`config.mk`:
```
export PLATFORM = sky130hd
export DESIGN_NAME = link_train_ctrl
export DESIGN_NICKNAME = d
export VERILOG_FILES = /design/src/rtl/lt_pkg.sv /design/src/rtl/lt_dwell_timer.sv /design/src/rtl/lt_set_tracker.sv /design/src/rtl/link_train_ctrl.sv
export SDC_FILE = /design/constraint.sdc
export NUM_CORES = 1
export LEC_CHECK = 0
export ABC_AREA = 1
export ABC_CLOCK_PERIOD_IN_PS = 5250
export BUFFER_PORTS_ARGS = -buffer_cell sky130_fd_sc_hd__buf_2
export CAP_MARGIN = 20
export CORE_ASPECT_RATIO = 1.25
export CORE_UTILIZATION = 39
export CTS_BUF_LIST = sky130_fd_sc_hd__clkbuf_8
export DETAILED_ROUTE_END_ITERATION = 12
export GPL_TIMING_DRIVEN = 0
export HOLD_SLACK_MARGIN = 0.02
export PLACE_DENSITY_LB_ADDON = 0.25
export SKIP_LAST_GASP = 1
export SLEW_MARGIN = 30
export SYNTH_ARGS = -nofsm -noshare
export SYNTH_HDL_FRONTEND = slang
export SYNTH_SLANG_ARGS = --single-unit
```
`constraint.sdc`:
```
create_clock -name clk -period 5.25 [get_ports clk]
set_clock_uncertainty 0.15 [all_clocks]
set_input_delay 0.7875 -clock clk [delete_from_list [all_inputs] [get_ports clk]]
set_output_delay 0.7875 -clock clk [all_outputs]
set_load 0.005 [all_outputs]
```
`src/rtl/lt_pkg.sv`:
```
package lt_pkg;

    typedef enum logic [2:0] {
        ST_QUIET    = 3'd0,
        ST_DETECT   = 3'd1,
        ST_POLL_A   = 3'd2,
        ST_POLL_B   = 3'd3,
        ST_CONFIG   = 3'd4,
        ST_ACTIVE   = 3'd5
    } lt_state_e;

    typedef enum logic {
        KIND_A = 1'b0,
        KIND_B = 1'b1
    } ts_kind_e;

    typedef enum logic [1:0] {
        TRK_SAME  = 2'd0,
        TRK_KIND_B = 2'd1,
        TRK_MATCH = 2'd2,
        TRK_OFF   = 2'd3
    } trk_mode_e;

    typedef struct packed {
        logic       valid;
        ts_kind_e   kind;
        logic [7:0] link;
        logic [7:0] lane;
    } ts_event_t;

    localparam logic [7:0] PAD_SYM = 8'hF7;

    function automatic trk_mode_e mode_of(lt_state_e s);
        case (s)
            ST_POLL_A: return TRK_SAME;
            ST_POLL_B: return TRK_KIND_B;
            ST_CONFIG: return TRK_MATCH;
            default:   return TRK_OFF;
        endcase
    endfunction

    function automatic logic is_training(lt_state_e s);
        return (s == ST_POLL_A) || (s == ST_POLL_B) || (s == ST_CONFIG);
    endfunction

endpackage

```
`src/rtl/lt_dwell_timer.sv`:
```
module lt_dwell_timer #(
    parameter int W = 8
) (
    input  logic         clk,
    input  logic         rst,
    input  logic         restart,
    input  logic [W-1:0] limit,
    output logic         expired
);
    logic [W-1:0] cnt_q;

    assign expired = (cnt_q >= (limit - W'(1)));

    always_ff @(posedge clk) begin
        if (rst || restart) begin
            cnt_q <= '0;
        end else if (cnt_q < limit) begin
            cnt_q <= cnt_q + W'(1);
        end
    end


    timer_bound_chk: assert property (@(posedge clk) disable iff (rst)
        !restart |=> (cnt_q <= $past(limit)));

endmodule

```
`src/rtl/lt_set_tracker.sv`:
```
module lt_set_tracker
    import lt_pkg::*;
#(
    parameter int RX_NEED = 8,
    parameter int TX_NEED = 16
) (
    input  logic       clk,
    input  logic       rst,
    input  logic       clear,
    input  trk_mode_e  mode,
    input  ts_event_t  ev,
    input  logic [7:0] exp_link,
    input  logic [7:0] exp_lane,
    input  logic       tx_done,
    output logic       rx_ok,
    output logic       tx_ok
);
    localparam int RCW = $clog2(RX_NEED + 1);
    localparam int TCW = $clog2(TX_NEED + 1);

    logic [RCW-1:0] rx_cnt_q, rx_bump;
    logic [TCW-1:0] tx_cnt_q;
    logic           seen_q;
    logic           have_prev_q;
    ts_kind_e       prev_kind_q;
    logic           good;

    assign rx_bump = (rx_cnt_q < RCW'(RX_NEED)) ? rx_cnt_q + RCW'(1) : rx_cnt_q;
    assign good    = (ev.kind == KIND_B) &&
                     ((mode != TRK_MATCH) || ((ev.link == exp_link) && (ev.lane == exp_lane)));
    assign rx_ok   = (rx_cnt_q >= RCW'(RX_NEED));
    assign tx_ok   = (tx_cnt_q >= TCW'(TX_NEED));

    always_ff @(posedge clk) begin
        if (rst || clear) begin
            rx_cnt_q    <= '0;
            tx_cnt_q    <= '0;
            seen_q      <= 1'b0;
            have_prev_q <= 1'b0;
            prev_kind_q <= KIND_A;
        end else begin
            if (ev.valid) begin
                have_prev_q <= 1'b1;
                prev_kind_q <= ev.kind;
                case (mode)
                    TRK_SAME: begin
                        rx_cnt_q <= (have_prev_q && (ev.kind == prev_kind_q)) ? rx_bump : RCW'(1);
                    end
                    TRK_KIND_B, TRK_MATCH: begin
                        if (good) begin
                            rx_cnt_q <= rx_bump;
                            seen_q   <= 1'b1;
                        end else begin
                            rx_cnt_q <= '0;
                        end
                    end
                    default: ;
                endcase
            end
            if (seen_q && tx_done && (tx_cnt_q < TCW'(TX_NEED))) begin
                tx_cnt_q <= tx_cnt_q + TCW'(1);
            end
        end
    end


    tx_gate_chk: assert property (@(posedge clk) disable iff (rst)
        !seen_q |-> (tx_cnt_q == '0));


    match_break_chk: assert property (@(posedge clk) disable iff (rst)
        (!clear && ev.valid && (mode == TRK_MATCH) && !good) |=> (rx_cnt_q == '0));

endmodule

```
`src/rtl/link_train_ctrl.sv`:
```
module link_train_ctrl
    import lt_pkg::*;
#(
    parameter int         QUIET_CYCLES = 3_000_000,
    parameter int         TRAIN_CYCLES = 6_000_000,
    parameter int         RX_NEED      = 8,
    parameter int         TX_NEED      = 16,
    parameter logic [7:0] LINK_ID      = 8'd1,
    parameter logic [7:0] LANE_ID      = 8'd0
) (
    input  logic       clk,
    input  logic       rst,
    input  logic       idle_exit,
    input  logic       det_done,
    input  logic       det_present,
    input  logic       rx_valid,
    input  logic       rx_kind,
    input  logic [7:0] rx_link,
    input  logic [7:0] rx_lane,
    input  logic       tx_done,
    output logic       det_req,
    output logic       tx_a_req,
    output logic       tx_b_req,
    output logic [7:0] tx_link,
    output logic [7:0] tx_lane,
    output logic [2:0] ltssm_state,
    output logic       link_up
);
    localparam int MAXC = (QUIET_CYCLES > TRAIN_CYCLES) ? QUIET_CYCLES : TRAIN_CYCLES;
    localparam int TW   = $clog2(MAXC + 1);

    lt_state_e   state_q, state_d;
    ts_event_t   ev;
    logic        tmo, rx_ok, tx_ok, chg;
    logic [TW-1:0] limit;

    assign ev.valid = rx_valid;
    assign ev.kind  = ts_kind_e'(rx_kind);
    assign ev.link  = rx_link;
    assign ev.lane  = rx_lane;

    assign limit = (state_q == ST_QUIET) ? TW'(QUIET_CYCLES) : TW'(TRAIN_CYCLES);
    assign chg   = (state_d != state_q);

    lt_dwell_timer #(.W(TW)) u_timer (
        .clk     (clk),
        .rst     (rst),
        .restart (chg),
        .limit   (limit),
        .expired (tmo)
    );

    lt_set_tracker #(.RX_NEED(RX_NEED), .TX_NEED(TX_NEED)) u_track (
        .clk      (clk),
        .rst      (rst),
        .clear    (chg),
        .mode     (mode_of(state_q)),
        .ev       (ev),
        .exp_link (LINK_ID),
        .exp_lane (LANE_ID),
        .tx_done  (tx_done),
        .rx_ok    (rx_ok),
        .tx_ok    (tx_ok)
    );

    always_comb begin
        state_d = state_q;
        case (state_q)
            ST_QUIET:  if (idle_exit || tmo) state_d = ST_DETECT;
            ST_DETECT: if (det_done) state_d = det_present ? ST_POLL_A : ST_QUIET;
            ST_POLL_A: if (tmo) state_d = ST_QUIET;
                       else if (rx_ok) state_d = ST_POLL_B;
            ST_POLL_B: if (tmo) state_d = ST_QUIET;
                       else if (rx_ok && tx_ok) state_d = ST_CONFIG;
            ST_CONFIG: if (tmo) state_d = ST_QUIET;
                       else if (rx_ok && tx_ok) state_d = ST_ACTIVE;
            ST_ACTIVE: state_d = ST_ACTIVE;
            default:   state_d = ST_QUIET;
        endcase
    end

    always_ff @(posedge clk) begin
        if (rst) state_q <= ST_QUIET;
        else     state_q <= state_d;
    end

    assign ltssm_state = state_q;
    assign det_req     = (state_q == ST_DETECT);
    assign tx_a_req    = (state_q == ST_POLL_A);
    assign tx_b_req    = (state_q == ST_POLL_B) || (state_q == ST_CONFIG);
    assign tx_link     = (state_q == ST_CONFIG) ? LINK_ID : PAD_SYM;
    assign tx_lane     = (state_q == ST_CONFIG) ? LANE_ID : PAD_SYM;
    assign link_up     = (state_q == ST_ACTIVE);


    reset_entry_chk: assert property (@(posedge clk) disable iff (rst)
        $past(rst) |-> (ltssm_state == 3'd0));


    det_miss_chk: assert property (@(posedge clk) disable iff (rst)
        (state_q == ST_DETECT && det_done && !det_present) |=> (state_q == ST_QUIET));


    up_from_cfg_chk: assert property (@(posedge clk) disable iff (rst)
        $rose(link_up) |-> ($past(state_q) == ST_CONFIG));


    active_hold_chk: assert property (@(posedge clk) disable iff (rst)
        (state_q == ST_ACTIVE) |=> (state_q == ST_ACTIVE));


    train_tmo_chk: assert property (@(posedge clk) disable iff (rst)
        (is_training(state_q) && tmo) |=> (state_q == ST_QUIET));

endmodule

```
== Word-level counts from Yosys, hierarchy flattened ==
Index checks and enable logic that the tools add are counted.
Word-level totals
  input port bits: 24
  register bits after elaboration: 38
  logic and storage cells: 63
  output and inout bits: 23
Cells by class
  reduce and logical (&&, ||, !) cells: 17
  add/sub/neg operators: 4
  multiplexer cells: 18
  $lt $le $gt $ge: 6
  equal/unequal tests: 11
Operators by type and width (count)
  $mux W3: 8
  $add A23 B1 Y23 const B: 1
  $ge A23 B23 Y1: 1
  $lt A23 B23 Y1: 1
  $mux W23: 1
  $sub A23 B1 Y23 const B: 1
  $pmux W3 S6: 1
  $mux W8: 2
  $mux W4: 3
  $eq A8 B1 Y1 const B: 1
  $logic_not A8 Y1: 1
  $pmux W4 S2: 1
  $eq A3 B2 Y1 const B: 2
  $eq A3 B3 Y1 const B: 2
  $logic_and A1 B1 Y1: 6
  $pmux W2 S3: 1
  $add A5 B1 Y5 const B: 1
  $ge A5 B5 Y1 const B: 1
  $lt A5 B5 Y1 const B: 1
  $add A4 B1 Y4 const B: 1
  $ge A4 B4 Y1 const B: 1
  $logic_or A1 B1 Y1: 4
  $lt A4 B4 Y1 const B: 1
  $eq A3 B1 Y1 const B: 1
  12 further kinds: 12

== Logic depth before layout (Yosys ltp) ==
  depth after elaboration: 9
  mapped depth: 18
  mapped depth without buffers: 17

== Cells and area by module ==
From an unflattened synthesis, not the netlist that was laid out.
Unflattened totals
  cells, all modules: 736
  area, all modules: 4610.7 um2
Modules (own cells, without submodules)
  lt_dwell_timer: area an instance 3166.8 um2, seq. area each 460.4 um2, instances 1, cells an instance 476
  lt_set_tracker: area an instance 974.7 um2, seq. area each 240.2 um2, instances 1, cells an instance 179
  link_train_ctrl: area an instance 469.2 um2, seq. area each 60.1 um2, instances 1, cells an instance 81

== Worst setup path before layout ==
OpenSTA, ideal clock, no wires.
  path kind: reg2reg
  start: reg state_q[2] (netlist: ltssm_state[2])
  end: reg u_track.rx_cnt_q[0]
  library setup time: 0.123 ns
  stages on the path, launching flop included: 16
  buffers on the path: 1
  setup slack: 2.712 ns
  arrival time: 2.265 ns
  required time: 4.977 ns
  clock period less this slack: 2.538 ns
  cell sequence: dfxtp_1 nor2_1 nand2_1 inv_1 ha_1 nand2_1 or2_2 nor2_1 nand2_1 nand3_2 nor2_4 a21oi_4 nand3_1 nand2_4 buf_6 nor3_2
On the way
  cells in the longest elaborated chain, start to end: 9
  elaborated cells on any way between the ends: 33
  classes of those cells: add/sub: 1; order compare: 1; eq/ne: 9; mux: 13; reduce/logical: 9
RTL lines
  start, declared: line link_train_ctrl.sv:32  | lt_state_e state_q, state_d;
  start signal, assigned: line link_train_ctrl.sv:84  | else state_q <= state_d;
  $logic_not A3 Y1: line link_train_ctrl.sv:42, link_train_ctrl.sv:68
  $mux W23: line link_train_ctrl.sv:42  | assign limit = (state_q == ST_QUIET) ? TW'(QUIET_CYCLES) : TW'(TRAIN_CYCLES);
  $sub A23 B1 Y23: line lt_dwell_timer.sv:12  | assign expired = (cnt_q >= (limit - W'(1)));
  $ge A23 B23 Y1: line lt_dwell_timer.sv:12
  $logic_or A1 B1 Y1: line link_train_ctrl.sv:69  | ST_QUIET: if (idle_exit || tmo) state_d = ST_DETECT;
  $mux W3: line link_train_ctrl.sv:69
  $pmux W3 S6: line link_train_ctrl.sv:68  | case (state_q)
  $ne A3 B3 Y1: line link_train_ctrl.sv:43  | assign chg = (state_d != state_q);
  $logic_or A1 B1 Y1: line lt_set_tracker.sv:35  | if (rst || clear) begin
  end signal, assigned: line lt_set_tracker.sv:47  | rx_cnt_q <= (have_prev_q && (ev.kind == prev_kind_q)) ? rx_bump : RCW'(1);
  end signal, assigned: line lt_set_tracker.sv:51  | rx_cnt_q <= rx_bump;
  end, declared: line lt_set_tracker.sv:21  | logic [RCW-1:0] rx_cnt_q, rx_bump;
Several ways; a longest one is shown, not always the timed one.
A chain may end at the register's enable or synchronous reset.

== Final worst setup path ==
  start: reg state_q[2] (netlist: ltssm_state[2])
  end: reg u_timer.cnt_q[12]
On the way
  cells in the longest elaborated chain, start to end: 9
  elaborated cells on any way between the ends: 22
  classes of those cells: add/sub: 1; order compare: 2; eq/ne: 6; mux: 10; reduce/logical: 3
RTL lines
  $logic_not A3 Y1: line link_train_ctrl.sv:42, link_train_ctrl.sv:68
  $mux W23: line link_train_ctrl.sv:42
  $sub A23 B1 Y23: line lt_dwell_timer.sv:12
  $ge A23 B23 Y1: line lt_dwell_timer.sv:12
  $logic_or A1 B1 Y1: line link_train_ctrl.sv:69
  $mux W3: line link_train_ctrl.sv:69
  $pmux W3 S6: line link_train_ctrl.sv:68
  $ne A3 B3 Y1: line link_train_ctrl.sv:43
  $logic_or A1 B1 Y1: line lt_dwell_timer.sv:15  | if (rst || restart) begin
  end signal, assigned: line lt_dwell_timer.sv:18  | cnt_q <= cnt_q + W'(1);
  end, declared: line lt_dwell_timer.sv:10  | logic [W-1:0] cnt_q;
Several ways; a longest one is shown, not always the timed one.

==> reports/metrics.cfg <==
[critical_path]
worst_ep_required_time_ns=5.33
worstPathCellList=nor2_1 > nand2_1 > inv_1 > ha_1 > nand2_1 > nor2_1 > nand2_2 > nor2_1 > nand2_1 > nand3_2 > inv_2 > clkbuf_1 > o21ai_0 > inv_1 > nor3_2
cp_slowest_cell=sky130_fd_sc_hd__dfxtp_1
critical_path_class=reg -> reg
endpoint_kind=register
cp_data_arrival_time_ns=3.14
setup.worst_path.start_class=register
cp_max_fo=10
largest_stage_delay_on_the_critical_path_ns=0.45

[sta]
worst_pin_slew_ns=0.625
setup_viol=0
rsz_0062_raised_after_global_routing=no
slew_viol_final=0
max_clock_freq_mhz=326
slew_headroom=0.580
final-hold-violation-count=0
setup-tns-final_ns=0
final_period_minus_worst_setup_slack_ns=3.06
finalCritPeriodShare=0.584

[synthesis]
synth_area_per_cell_um2=6.97
synthesis.yosys.warnings=0
ys_ff_latch=38
post_synth_instance_area_um2=3040
synth-main-ff-cell=sky130_fd_sc_hd__dfxtp_1
synth_edf_count=0
yosys.cell_types.count=37
postSynth.asyncResetShare=0
synth_cells=436
synth-seq-area-share=0.250

[floorplanning]
placement_rows=35
floorplan.initialDensity=0.408
core-area_um2=7440
ios=47
chipHeight_um=101
dieArea_um2=8160
chipWidth_um=81.0

[power]
power.leakage_nw=1.46
switching_share=0.255
power_switching_mw=0.178
pwr_density_cell_nw_per_um2=199
p_int_mw=0.521
share_seq_of_total_power=0.423
worst_supply_voltage_drop_on_vdd_v=0.000125
gate_power_share=0.148
power.share.clock=0.428

[finish]
fill_cells=779
n_antenna_cell=0
final_cell_mix=sky130_fd_sc_hd__nand2_1 (96), sky130_fd_sc_hd__inv_1 (61), sky130_fd_sc_hd__nor2_1 (59)
fin_area_um2=3510
drive_gt1_frac=0.250
fin_cells=580
num-nets-final=527
most_common_cell_after_layout_fill_and_taps_aside=sky130_fd_sc_hd__nand2_1
area_growth_pct=15.5

[clocking]
postCtsSetupRepairBufs=0
cts-hold-fix-buffers=0
clock_insertion_delay_worst_skew_ns=0.30
cts_inserted_buffers=5
clk_pin_slew_ns=0.07
clockBufferDepth=2
htree_levels=2
cts_tree=done
cts.sink_count=38
cts.repair.resized=0
clk_root_buffer_cell=sky130_fd_sc_hd__clkbuf_8

[detailed_routing]
drt_first_pass_iters=4
drt_iter0_drc=104
detail_route.vias_per_cell=4.70
detail_route.wirelength_mm=6.50
ant_nets=0
detailroute.via_count=2727
post_drt_wl_per_cell_um=11.2
drc_violations_left=0

[worst_hold_path]
worstHoldPathType=reg -> reg

[global_routing]
overflow=0
grt_start_max_net_pins=17
grt_antenna_before_repair=0
grt_usage=0.179
global_route_wire_length_before_repair_mm=11.4
first_global_vias=2611

[placement]
gp_routability_congestion=0.888
standard_cell_area_after_detailed_placement_um2=3370
placedCellCount=572
io_buffers=43
dp_hpwl_mm=5.17

[status]
run_status=finished clean

[job]
maxCapViolCount=0

## critical path: cells and delay by family (launching register included)
kind | cells | cell delay (ns)
compound gates | 1 | 0.25
fa+ha+maj | 1 | 0.35
buf+inv | 4 | 0.64
flops | 1 | 0.45
simple gates | 9 | 1.15
## synthesized netlist by cell type (2+ instances only)
cell type / n / share of area
sky130_fd_sc_hd__inv_1: 61 / 0.075
sky130_fd_sc_hd__buf_4: 15 / 0.037
sky130_fd_sc_hd__xnor2_1: 8 / 0.023
sky130_fd_sc_hd__nor2_1: 59 / 0.073
sky130_fd_sc_hd__nand4_1: 9 / 0.019
sky130_fd_sc_hd__nor3_1: 14 / 0.023
sky130_fd_sc_hd__dfxtp_1: 38 / 0.25
sky130_fd_sc_hd__o221ai_1: 2 / 0.0058
sky130_fd_sc_hd__nor3_2: 30 / 0.099
sky130_fd_sc_hd__ha_1: 16 / 0.066
sky130_fd_sc_hd__mux2i_1: 3 / 0.0099
sky130_fd_sc_hd__o211ai_1: 2 / 0.0049
sky130_fd_sc_hd__nor2_2: 2 / 0.0041
sky130_fd_sc_hd__a21oi_1: 6 / 0.0099
sky130_fd_sc_hd__nor2_4: 3 / 0.011
sky130_fd_sc_hd__nand3_1: 16 / 0.026
sky130_fd_sc_hd__nand2_2: 5 / 0.010
sky130_fd_sc_hd__xor2_1: 17 / 0.049
sky130_fd_sc_hd__o21ai_0: 9 / 0.015
sky130_fd_sc_hd__nand2_1: 96 / 0.12
sky130_fd_sc_hd__inv_2: 2 / 0.0025
sky130_fd_sc_hd__conb_1: 2 / 0.0025
sky130_fd_sc_hd__nand3_2: 2 / 0.0066
sky130_fd_sc_hd__buf_6: 6 / 0.022
## power groups by stage
stage               sequential (mW)  combinational, mW  clock [mW]
floorplan                     0.302             0.0776           0
global placement              0.303              0.102           0
detailed placement            0.303              0.105           0
CTS                           0.296              0.105       0.308
global route                  0.297              0.117       0.321
finish                        0.296              0.104       0.300
## cell type report
| class | instances | area [um^2] | share of cell area |
|---|---|---|---|
| inverter | 63 | 236 | 0.0673 |
| timing repair buffer | 43 | 215 | 0.0613 |
| multi-input combinational | 313 | 1860 | 0.529 |
| clock buffer | 5 | 68.8 | 0.0196 |
| tap | 92 | 115 | 0.0328 |
| clock inverter | 3 | 68.8 | 0.0196 |
| sequential | 38 | 761 | 0.217 |
| buffer | 23 | 189 | 0.0538 |
## metal layers
| metal | track usage | up-vias | routed length, um |
|---|---|---|---|
| li1 | - | 1454 | - |
| met1 | 0.195 | 1198 | 2680 |
| met2 | 0.339 | 63 | 3400 |
| met3 | 0.0281 | 12 | 306 |
| met4 | 0.0632 | 0 | 114 |
| met5 | 0 | - | 0 |
## cells by family after synthesis
family | synth area share
AND/OR/NAND/NOR | 0.412
adder cells (fa/ha/maj) | 0.0658
other | 0.00247
buffers and inverters | 0.140
multiplexers | 0.00988
AO/OA/AOI/OAI | 0.0481
XOR/XNOR | 0.0720
flip-flops | 0.250
## path summary, 6_finish.rpt
check	start	endpoint	slack, ns	depth (start not counted)
max	ltssm_state[2]	u_timer.cnt_q[12]	2.19	15
max reg2reg	ltssm_state[2]	u_timer.cnt_q[12]	2.19	15
min	u_track.seen_q	u_track.seen_q	0.36	2
min reg2reg	u_track.seen_q	u_track.seen_q	0.36	2
## through the flow
stage | utilization | worst slack (ns) | power, mW | hold slack, ns
finish | 0.472 | 2.19 | 0.700 | 0.360
global route | 0.472 | 1.87 | 0.735 | 0.394
CTS | 0.472 | 2.16 | 0.710 | 0.369
detailed placement | 0.453 | 2.18 | 0.408 | 0.359
global placement | 0.453 | 2.23 | 0.406 | 0.343
floorplan | - | 2.71 | 0.380 | 0.330
## flip-flops by register name, indices dropped and copies added (netlist names)
signal / count
u_track.prev_kind_q: 1
u_track.rx_cnt_q: 4
u_timer.cnt_q: 23
u_track.tx_cnt_q: 5
ltssm_state: 3
u_track.have_prev_q: 1
u_track.seen_q: 1
Note: power is estimated with default switching activity, not from simulation.
